`src/rtl/pc_unit_pkg.sv`:
```
package pc_unit_pkg;

   // How the biased sum is formed
   typedef enum logic {
      SUM_FOLDED   = 1'b0,   // one three-operand add with a folded constant
      SUM_TWO_STEP = 1'b1    // add offset, then subtract the bias
   } sum_style_e;

   // Named sequencer codes for the default 8-bit offset with bias two
   localparam logic [7:0] CODE_BACK3 = 8'hFF;
   localparam logic [7:0] CODE_BACK2 = 8'h00;
   localparam logic [7:0] CODE_HOLD  = 8'h02;
   localparam logic [7:0] CODE_STEP  = 8'h03;

endpackage

```
`src/rtl/pc_sext.sv`:
```
module pc_sext #(
   parameter int IN_W  = 8,
   parameter int OUT_W = 16
) (
   input  logic [IN_W-1:0]  raw,
   output logic [OUT_W-1:0] ext
);
   localparam int PAD_W = OUT_W - IN_W;

   generate
      if (PAD_W == 0) begin : g_same
         assign ext = raw;
      end else begin : g_pad
         assign ext = {{PAD_W{raw[IN_W-1]}}, raw};
      end
   endgenerate
endmodule

```
`src/rtl/pc_biased_adder.sv`:
```
module pc_biased_adder
   import pc_unit_pkg::*;
#(
   parameter int         W     = 16,
   parameter int         BIAS  = 2,
   parameter sum_style_e STYLE = SUM_FOLDED
) (
   input  logic [W-1:0] cur,
   input  logic [W-1:0] disp,
   output logic [W-1:0] nxt
);
   localparam logic [W-1:0] BIAS_V = W'(BIAS);
   // two's-complement negative of the bias, folded at elaboration
   localparam logic [W-1:0] NEG_BIAS = ~BIAS_V + W'(1);

   generate
      if (STYLE == SUM_FOLDED) begin : g_folded
         assign nxt = cur + disp + NEG_BIAS;
      end else begin : g_two_step
         logic [W-1:0] partial;
         assign partial = cur + disp;
         assign nxt     = partial - BIAS_V;
      end
   endgenerate
endmodule

```
`src/rtl/pc_reg.sv`:
```
module pc_reg #(
   parameter int           W     = 16,
   parameter logic [W-1:0] RST_V = '0
) (
   input  logic         clk,
   input  logic         rst_n,
   input  logic [W-1:0] d,
   output logic [W-1:0] q
);
   always_ff @(posedge clk or negedge rst_n) begin
      if (!rst_n) q <= RST_V;
      else        q <= d;
   end
endmodule

```
`src/rtl/pc_offset_unit.sv`:
```
module pc_offset_unit
   import pc_unit_pkg::*;
#(
   parameter int                ADDR_W    = 16,
   parameter int                OFF_W     = 8,
   parameter int                BIAS      = 2,
   parameter logic [ADDR_W-1:0] RESET_VEC = 16'h0100,
   parameter sum_style_e        SUM_STYLE = SUM_FOLDED
) (
   input  logic              clk,
   input  logic              rst_n,
   input  logic [OFF_W-1:0]  off_code,
   input  logic              ld_en,
   input  logic [ADDR_W-1:0] ld_addr,
   output logic [ADDR_W-1:0] pc_q
);
   localparam int MAX_POS = (1 << (OFF_W - 1)) - 1;

   // elaboration-time parameter checks
   generate
      if (OFF_W < 2) begin : g_bad_off
         $error("pc_offset_unit: OFF_W must be at least 2");
      end
      if (ADDR_W < OFF_W) begin : g_bad_addr
         $error("pc_offset_unit: ADDR_W must not be narrower than OFF_W");
      end
      if (BIAS < 0 || BIAS > MAX_POS) begin : g_bad_bias
         $error("pc_offset_unit: BIAS out of positive offset range");
      end
   endgenerate

   logic [ADDR_W-1:0] disp;
   logic [ADDR_W-1:0] sum;
   logic [ADDR_W-1:0] pc_d;

   pc_sext #(.IN_W(OFF_W), .OUT_W(ADDR_W)) u_sext (
      .raw (off_code),
      .ext (disp)
   );

   pc_biased_adder #(.W(ADDR_W), .BIAS(BIAS), .STYLE(SUM_STYLE)) u_add (
      .cur  (pc_q),
      .disp (disp),
      .nxt  (sum)
   );

   // absolute load wins over the offset path
   always_comb begin
      if (ld_en) pc_d = ld_addr;
      else       pc_d = sum;
   end

   pc_reg #(.W(ADDR_W), .RST_V(RESET_VEC)) u_reg (
      .clk   (clk),
      .rst_n (rst_n),
      .d     (pc_d),
      .q     (pc_q)
   );
endmodule

```
`config.mk`:
```
export PLATFORM = sky130hd
export DESIGN_NAME = pc_offset_unit
export DESIGN_NICKNAME = d
export VERILOG_FILES = /design/src/rtl/pc_unit_pkg.sv /design/src/rtl/pc_sext.sv /design/src/rtl/pc_biased_adder.sv /design/src/rtl/pc_reg.sv /design/src/rtl/pc_offset_unit.sv
export SDC_FILE = /design/constraint.sdc
export NUM_CORES = 1
export LEC_CHECK = 0
export BUFFER_PORTS_ARGS = -buffer_cell sky130_fd_sc_hd__buf_2
export CAP_MARGIN = 20
export CORE_MARGIN = 4
export CORE_UTILIZATION = 50
export CTS_CLUSTER_DIAMETER = 80
export DETAILED_ROUTE_END_ITERATION = 6
export PLACE_DENSITY_LB_ADDON = 0.1
export SLEW_MARGIN = 20
export SYNTH_ARGS = -nofsm -noshare
export SYNTH_HDL_FRONTEND = slang
export SYNTH_HIERARCHICAL = 1
export SYNTH_SLANG_ARGS = --single-unit
```
`constraint.sdc`:
```
create_clock -name clk -period 3.95 [get_ports clk]
set_input_delay 0.1975 -clock clk [delete_from_list [all_inputs] [get_ports clk]]
set_output_delay 0.1975 -clock clk [all_outputs]
set_load 0.01 [all_outputs]
```
Word level (Yosys, flattened, before mapping)
Index checks and enable logic that the tools add are counted.
{"block": "op_classes", "n_addsub": 2, "n_mux": 1}
{"operator": "$add 16x16->16", "n": 1}
{"operator": "$add 16x16->16 const B", "n": 1}
{"operator": "$mux 16", "n": 1}
{"block": "totals", "register_bits": 16, "in_bits": 27, "out_inout_bits": 16, "word_cells": 4}

Depth between registers and ports, before layout
Gate-level depths: netlist (run 1).
{"block": "logic_depth", "word_depth": 3, "depth_mapped": 12, "mapped_depth_nobuf": 11}

By module
Netlist (run 1), hierarchy kept.
{"mod": "pc_biased_adder", "n_inst": 1, "cells_each": 165, "area_per_inst_um2": 1133.6, "seq_area_each_um2": 0.0}
{"mod": "pc_reg", "n_inst": 1, "cells_each": 16, "area_per_inst_um2": 401.6, "seq_area_each_um2": 401.6}
{"mod": "pc_offset_unit", "n_inst": 1, "cells_each": 18, "area_per_inst_um2": 249.0, "seq_area_each_um2": 0.0}
{"mod": "pc_sext", "n_inst": 1, "cells_each": 16, "area_per_inst_um2": 120.1, "seq_area_each_um2": 0.0}

Worst setup path after synthesis (run 1)
OpenSTA, ideal clock, no wires.
{"block": "synth_path", "kind": "register -> register", "start": "reg u_reg.q[1]", "end": "reg u_reg.q[15]", "setup_ns": 0.125, "t_arrival_ns": 2.476, "required_ns": 3.825, "slack_ns": 1.349, "path_stages_with_launch": 12, "n_path_buf": 0, "synth_period_minus_slack_ns": 2.601, "cell_sequence": "dfrtp_1 -> inv_1 -> ha_1 -> inv_1 -> ha_1 -> fa_1 -> a21o_1 -> a221oi_4 -> o221ai_1 -> a21oi_1 -> xnor2_1 -> mux2_2"}
{"block": "synth_between", "elab_chain_cells": 3}
{"item": "start: declaration", "line": "pc_reg.sv:8", "rtl": "output logic [W-1:0] q"}
{"item": "start signal: assignment", "line": "pc_reg.sv:11", "rtl": "if (!rst_n) q <= RST_V;"}
{"item": "start signal: assignment", "line": "pc_reg.sv:12", "rtl": "else q <= d;"}
{"item": "$add 16x16->16 (2 in series)", "line": "pc_biased_adder.sv:18", "rtl": "assign nxt = cur + disp + NEG_BIAS;"}
{"item": "named net sum[15]", "line": "pc_offset_unit.sv:33", "rtl": "logic [ADDR_W-1:0] sum;"}
{"item": "$mux 16", "line": "pc_offset_unit.sv:49", "rtl": "if (ld_en) pc_d = ld_addr;"}
{"item": "named net pc_d[15]", "line": "pc_offset_unit.sv:34", "rtl": "logic [ADDR_W-1:0] pc_d;"}
The timed path passes the listed nets, and every way through them passes these cells.

Final worst setup path (run 1)
Same ends and word-level chain as after synthesis.

==> impl_metrics.env, run 1 <==
export IMPL_run_status="finished, final reports clean"
export IMPL_p_switching_w=0.000869
export IMPL_hold_slack_ns=0.175
export IMPL_power_density_nw_per_um2=944
export IMPL_nFillCells=370
export IMPL_die_width_um=69.7
export IMPL_intPower_w=0.00109
export IMPL_place_congestion=0.822
export IMPL_portBuffers=42
export IMPL_ys_ff_latch=16
export IMPL_drt_total_wl_um=3300
export IMPL_gr_usage_all_layers=0.143
export IMPL_layout_area_seq_um2=402
export IMPL_cp_data_required_time_ns=4.09
export IMPL_synthArstFlopShare=1.00
export IMPL_synthTopCellsByArea="dfrtp_1 (20%), ha_1 (19%), inv_1 (11%)"
export IMPL_clk_latency_ns=0.25
export IMPL_setup_viol=0
export IMPL_totalNegativeSetupSlack_ns=0
export IMPL_dp_slack_ns=1.27
export IMPL_dp_hpwl_um=2660
export IMPL_fmax_mhz=376
export IMPL_synth_edff_count=0
export IMPL_antenna_cells=0
export IMPL_finalMaxSlewViolations=0
export IMPL_fp_row_count=22
export IMPL_grt_pass1_wl_um=5750
export IMPL_maxCapViolCount=0
export IMPL_fin_crit_ns=2.66
export IMPL_yosysWarnings=6
export IMPL_die_height_um=69.7
export IMPL_clock_path_buffers=2
export IMPL_vias=1377
export IMPL_die_area_um2=4860
export IMPL_synth_top_area_cell="dfrtp_1"
export IMPL_grt_max_degree=17
export IMPL_crit_path_start_kind="register"
export IMPL_cts_root_buffer="clkbuf_8"
export IMPL_ant_nets=0
export IMPL_swShare=0.444
export IMPL_end_kind="register"
export IMPL_syn_area_per_cell_um2=8.86
export IMPL_cts_sinks=16
export IMPL_fin_nets=299
export IMPL_ctsHtreeMaxLevel=1
export IMPL_crit_path_max_fanout=4
export IMPL_rsz0062_at_grt="false"
export IMPL_grt_pass1_vias=1338
export IMPL_comb_power_share=0.778
export IMPL_overflow=0
export IMPL_top_regs="u_reg/q (16)"
export IMPL_cts_setup_buffers=0
export IMPL_finalClockSkew_ns=0.00153
export IMPL_regMostFlops="u_reg/q"
export IMPL_vdd_drop_max_v=0.000484
export IMPL_hold_viol=0
export IMPL_final_common_cell="inv_1"
export IMPL_drt_iter0_drc=41
export IMPL_multi_input_area_um2=1120
export IMPL_core_area_um2=3660
export IMPL_netlist_area_leader_share=0.197
export IMPL_syn_cell_area_um2=1900
export IMPL_syn_inst=215
export IMPL_pwr_share_clk=0.075
export IMPL_num_io_pins=43
export IMPL_cts_tree="done"
export IMPL_avgViaCountPerCell=4.76
export IMPL_antenna_found_initial=0
export IMPL_ys_flop_type="dfrtp_1"
export IMPL_wl_per_cell_um=11.4
export IMPL_worst_pin_slew_ns=0.628
export IMPL_r2r_slack_ns=1.29
export IMPL_drive_gt1_frac=0.290
export IMPL_route_detailed_drc=0
export IMPL_relSlewSlack=0.577
export IMPL_mostFrequentLayoutCells="inv_1 (58), buf_2 (42), ha_1 (29)"
export IMPL_seq_area_frac_synth=0.211
export IMPL_criticalPathCategory="register to register"
export IMPL_crit_arrival_ns=2.80
export IMPL_initial_core_util=0.520
export IMPL_clkTransAtPathRegs_ns=0.07
export IMPL_seq_power_share=0.146
export IMPL_synth_cell_types=41
export IMPL_synth_fp_nets=272
export IMPL_dr_pass1_iters=4
export IMPL_finalCritPeriodShare=0.674
export IMPL_largest_reg_flops=16
export IMPL_power_leakage_nw=1.16
export IMPL_cts_resized_gates=0
export IMPL_hold_path_class="primary input to register"
export IMPL_setup_ws_ns=1.29
export IMPL_syn2layout_area_growth_pct=8.87
export IMPL_cts_inserted_buffers=3
synthesized netlist by cell type, types with 5 or more instances:
cell type   n
a21o_1      5
a21oi_1    11
buf_4      16
dfrtp_1    15
ha_1       29
inv_1      58
mux2_2      6
mux2_4     10
nand2_1     5
nor2_1      5
xnor2_1    11
critical path: stages (launching register included):
cell and delay [ns]:
dfrtp_1 0.34, inv_1 0.04, ha_1 0.26, inv_1 0.04, ha_1 0.21, fa_1 0.40
a21o_1 0.23, a221oi_4 0.32, o221ai_1 0.19, a21oi_1 0.20, xnor2_1 0.08, mux2_2 0.25
power by group through the flow:
stage | registers [W] | clock network (W) | logic [W]
6_report | 0.000286 | 0.000147 | 0.00152
5_1_grt | 0.000300 | 0.000165 | 0.00171
3_3_place_gp | 0.000290 | 0 | 0.00153
3_5_place_dp | 0.000292 | 0 | 0.00153
2_1_floorplan | 0.000331 | 0 | 0.00121
4_1_cts | 0.000289 | 0.000156 | 0.00154
final timing paths:
check	to	from	cells after the start
setup / recovery	u_reg/q[15]	u_reg/q[1]	11
hold / removal	u_reg/q[8]	ld_addr[8]	2
setup reg to reg	u_reg/q[15]	u_reg/q[1]	11
hold reg to reg	u_reg/q[0]	u_reg/q[0]	2
max in group asynchronous	u_reg/q[8]	rst_n	2
min in group asynchronous	u_reg/q[5]	rst_n	2
repair_timing:
item | 4_1_cts | 5_1_grt
hold buffers | 1 | 0
setup endpoints to repair | 0 | 0
endpoints found under the hold margin | 15 | 0
per-layer routing:
metal	wire length, µm	vias up	share of wire	GRT usage
met5	0	-	0	0
met4	38	0	0.012	0.0447
met3	134	4	0.041	0.0261
met2	1600	22	0.48	0.236
met1	1530	620	0.46	0.189
li1	-	731	-	-
metrics by stage:
| stage | cell area [µm²] | power [W] | util | instances |
|---|---|---|---|---|
| 2_1_floorplan | 1900 | 0.00154 | - | 215 |
| 5_1_grt | 2070 | 0.00218 | 0.566 | 289 |
| 3_5_place_dp | 2010 | 0.00182 | 0.549 | 284 |
| 4_1_cts | 2070 | 0.00199 | 0.566 | 289 |
| 3_3_place_gp | 2010 | 0.00182 | 0.549 | 284 |
| 6_report | 2070 | 0.00196 | 0.566 | 289 |
final cells by class:
class                      count  share of cell area
multi-input combinational    120               0.540
sequential                    16               0.194
inverter                      58               0.105
clock buffer                   4              0.0266
tap                           48              0.0290
timing repair buffer          43               0.106
logic make-up after synthesis:
family | share of synthesized area
simple gates | 0.0828
flops | 0.211
compound gates | 0.129
fa+ha+maj | 0.201
buf+inv | 0.202
mux | 0.120
xor+xnor | 0.0552
(Power assumes the default switching activity.)
==> run 2: changes to the inputs <==
Settings changed: ABC_AREA set to 1.
Clock period 3.95 ns to 2.4 ns, I/O delays scaled along.
==> run 2 against run 1 <==
Total power increased by 51%. Clock-buffer cell count unchanged. Non-clock buffer count unchanged. Fmax increased by 25%. Setup slack got worse by 1.0 ns. Flip-flop and latch count unchanged. First-iteration DRC count increased by 46%. Wire length increased by 14%. Clock power increased by 54%. Largest power group unchanged.
==> impl_metrics.env, run 2 <==
export IMPL_rr_startpoint="u_reg/q[1]"
export IMPL_clkTransAtPathRegs_ns=0.07
export IMPL_totalNegativeSetupSlack_ns=0
export IMPL_fin_nets=396
export IMPL_maxCapViolCount=0
export IMPL_dp_hpwl_um=3050
export IMPL_worst_pin_slew_ns=0.404
export IMPL_cts_resized_gates=0
export IMPL_rsz0062_at_grt="false"
export IMPL_yosysWarnings=6
export IMPL_setup_viol=0
export IMPL_synth_top_area_cell="nand2_1"
export IMPL_synth_edff_count=0
export IMPL_vdd_drop_max_v=0.000547
export IMPL_avgViaCountPerCell=4.48
export IMPL_die_area_um2=5100
export IMPL_finalClockSkew_ns=0.00388
export IMPL_synth_fp_nets=367
export IMPL_cts_tree="done"
export IMPL_hold_path_class="primary input to register"
export IMPL_top_regs="u_reg/q (16)"
export IMPL_cts_root_buffer="clkbuf_8"
export IMPL_ys_flop_type="dfrtp_1"
export IMPL_crit_path_max_fanout=3
export IMPL_die_width_um=71.4
export IMPL_syn2layout_area_growth_pct=8.09
export IMPL_grt_max_degree=18
export IMPL_fmax_mhz=469
export IMPL_die_height_um=71.4
export IMPL_netlist_area_leader_share=0.192
export IMPL_crit_path_start_kind="register"
export IMPL_largest_reg_flops=16
export IMPL_synthArstFlopShare=1.00
export IMPL_criticalPathCategory="register to register"
export IMPL_drive_gt1_frac=0.186
export IMPL_run_status="finished, final reports clean"
export IMPL_dr_pass1_iters=4
export IMPL_ys_ff_latch=16
export IMPL_grt_pass1_vias=1626
export IMPL_ctsHtreeMaxLevel=1
export IMPL_syn_inst=310
export IMPL_wl_per_cell_um=9.74
export IMPL_mostFrequentLayoutCells="nand2_1 (103), inv_1 (82), buf_2 (42)"
export IMPL_synthTopCellsByArea="nand2_1 (19%), dfrtp_1 (19%), ha_1 (18%)"
export IMPL_grt_pass1_wl_um=6690
export IMPL_layout_area_seq_um2=402
export IMPL_place_congestion=0.909
export IMPL_power_leakage_nw=1.44
export IMPL_ant_nets=0
export IMPL_final_common_cell="nand2_1"
export IMPL_seq_area_frac_synth=0.200
export IMPL_synth_commonest_cells="nand2_1 (103), inv_1 (82), ha_1 (29)"
export IMPL_antenna_cells=0
export IMPL_hold_path_end="u_reg/q[0]"
export IMPL_cts_hold_buf=1
export IMPL_antenna_found_initial=0
export IMPL_drt_iter0_drc=60
export IMPL_cp_data_required_time_ns=2.55
export IMPL_worst_r2r_path_depth=15
export IMPL_fin_crit_ns=2.13
export IMPL_synth_cell_types=24
export IMPL_syn_cell_area_um2=2010
export IMPL_relSlewSlack=0.731
export IMPL_multi_input_area_um2=1120
export IMPL_gr_usage_all_layers=0.160
export IMPL_end_kind="register"
export IMPL_cts_sinks=16
export IMPL_portBuffers=42
export IMPL_r2r_end="u_reg/q[15]"
export IMPL_worstHoldPathCells=3
export IMPL_instances_no_fill=386
export IMPL_hold_path_startpoint="ld_addr[0]"
export IMPL_initial_core_util=0.533
export IMPL_route_detailed_drc=0
export IMPL_crit_arrival_ns=2.28
export IMPL_synth_most_common_cell="nand2_1"
export IMPL_overflow=0
export IMPL_fp_row_count=22
export IMPL_nFillCells=406
export IMPL_num_io_pins=43
export IMPL_cts_setup_buffers=0
export IMPL_finalCritPeriodShare=0.889
export IMPL_drt_total_wl_um=3760
export IMPL_finalMaxSlewViolations=0
export IMPL_crit_path_start="u_reg/q[1]"
export IMPL_power_density_nw_per_um2=1360
export IMPL_cts_inserted_buffers=3
export IMPL_regMostFlops="u_reg/q"
export IMPL_vias=1731
export IMPL_syn_area_per_cell_um2=6.48
export IMPL_r2r_slack_ns=0.27
export IMPL_clock_path_buffers=2
export IMPL_core_area_um2=3770
export IMPL_place_inst=381
export IMPL_clk_latency_ns=0.25
export IMPL_hold_viol=0
==> run 2: report_power, final <==
group | internal [W] | switching, W
clock network | 0.000118 | 0.000109
logic | 0.000897 | 0.00139
registers | 0.000395 | 0.0000518
==> run 2: layout make-up <==
type | instances | area share
Multi-Input combinational cell | 191 | 0.518
Timing Repair Buffer | 43 | 0.101
Inverter | 84 | 0.147
Clock buffer | 4 | 0.0207
Sequential cell | 16 | 0.185
Tap cell | 48 | 0.0276
==> run 2: worst max path at each step <==
stage | endpoint | depth (start not counted)
finish | u_reg/q[15] | 15
global placement | u_reg/q[15] | 15
floorplan | u_reg/q[15] | 15
detailed placement | u_reg/q[15] | 15
CTS | u_reg/q[15] | 15
global route | u_reg/q[15] | 15
==> run 2: metal layers <==
layer  up-vias  part of all wire  global-route usage
li1        942                 -                   -
met1       747              0.51               0.219
met2        38              0.43               0.258
met3         4             0.056              0.0323
met4         0             0.010              0.0355
met5         -                 0                   0
==> run 2: kinds of logic (layout without fill, tap and decap cells) <==
| family | after synthesis | after routing | share of synthesized area |
|---|---|---|---|
| and+or+nand+nor | 142 | 142 | 0.298 |
| buffers and inverters | 103 | 131 | 0.240 |
| adders and majority gates | 30 | 30 | 0.191 |
| DFF | 16 | 16 | 0.200 |
| AOI/OAI and AO/OA | 10 | 10 | 0.0324 |
| xor gates and xnor gates | 9 | 9 | 0.0392 |
==> run 2: critical path: stages, from the launching register on <==
cell	delay, ns
dfrtp_1	0.35
inv_1	0.04
ha_1	0.26
inv_1	0.04
ha_1	0.21
fa_1	0.42
nand2_2	0.11
nand2_1	0.06
nand3_1	0.09
nand2_2	0.10
nand2_1	0.10
nand2_1	0.06
nand2_1	0.05
nand2_1	0.04
nand2_1	0.06
nand2_1	0.05
==> run 2: through the flow <==
| step | worst slack, ns | utilization | power (W) | instance area [µm²] | hold slack (ns) |
|---|---|---|---|---|---|
| floorplan | 0.378 | - | 0.00229 | 2010 | -0.176 |
| global placement | 0.333 | 0.561 | 0.00273 | 2120 | 0.0728 |
| detailed placement | 0.261 | 0.561 | 0.00275 | 2120 | 0.0734 |
| CTS | 0.251 | 0.576 | 0.00299 | 2170 | 0.0581 |
| global route | 0.0448 | 0.576 | 0.00340 | 2170 | 0.0519 |
| finish | 0.267 | 0.576 | 0.00296 | 2170 | 0.0616 |
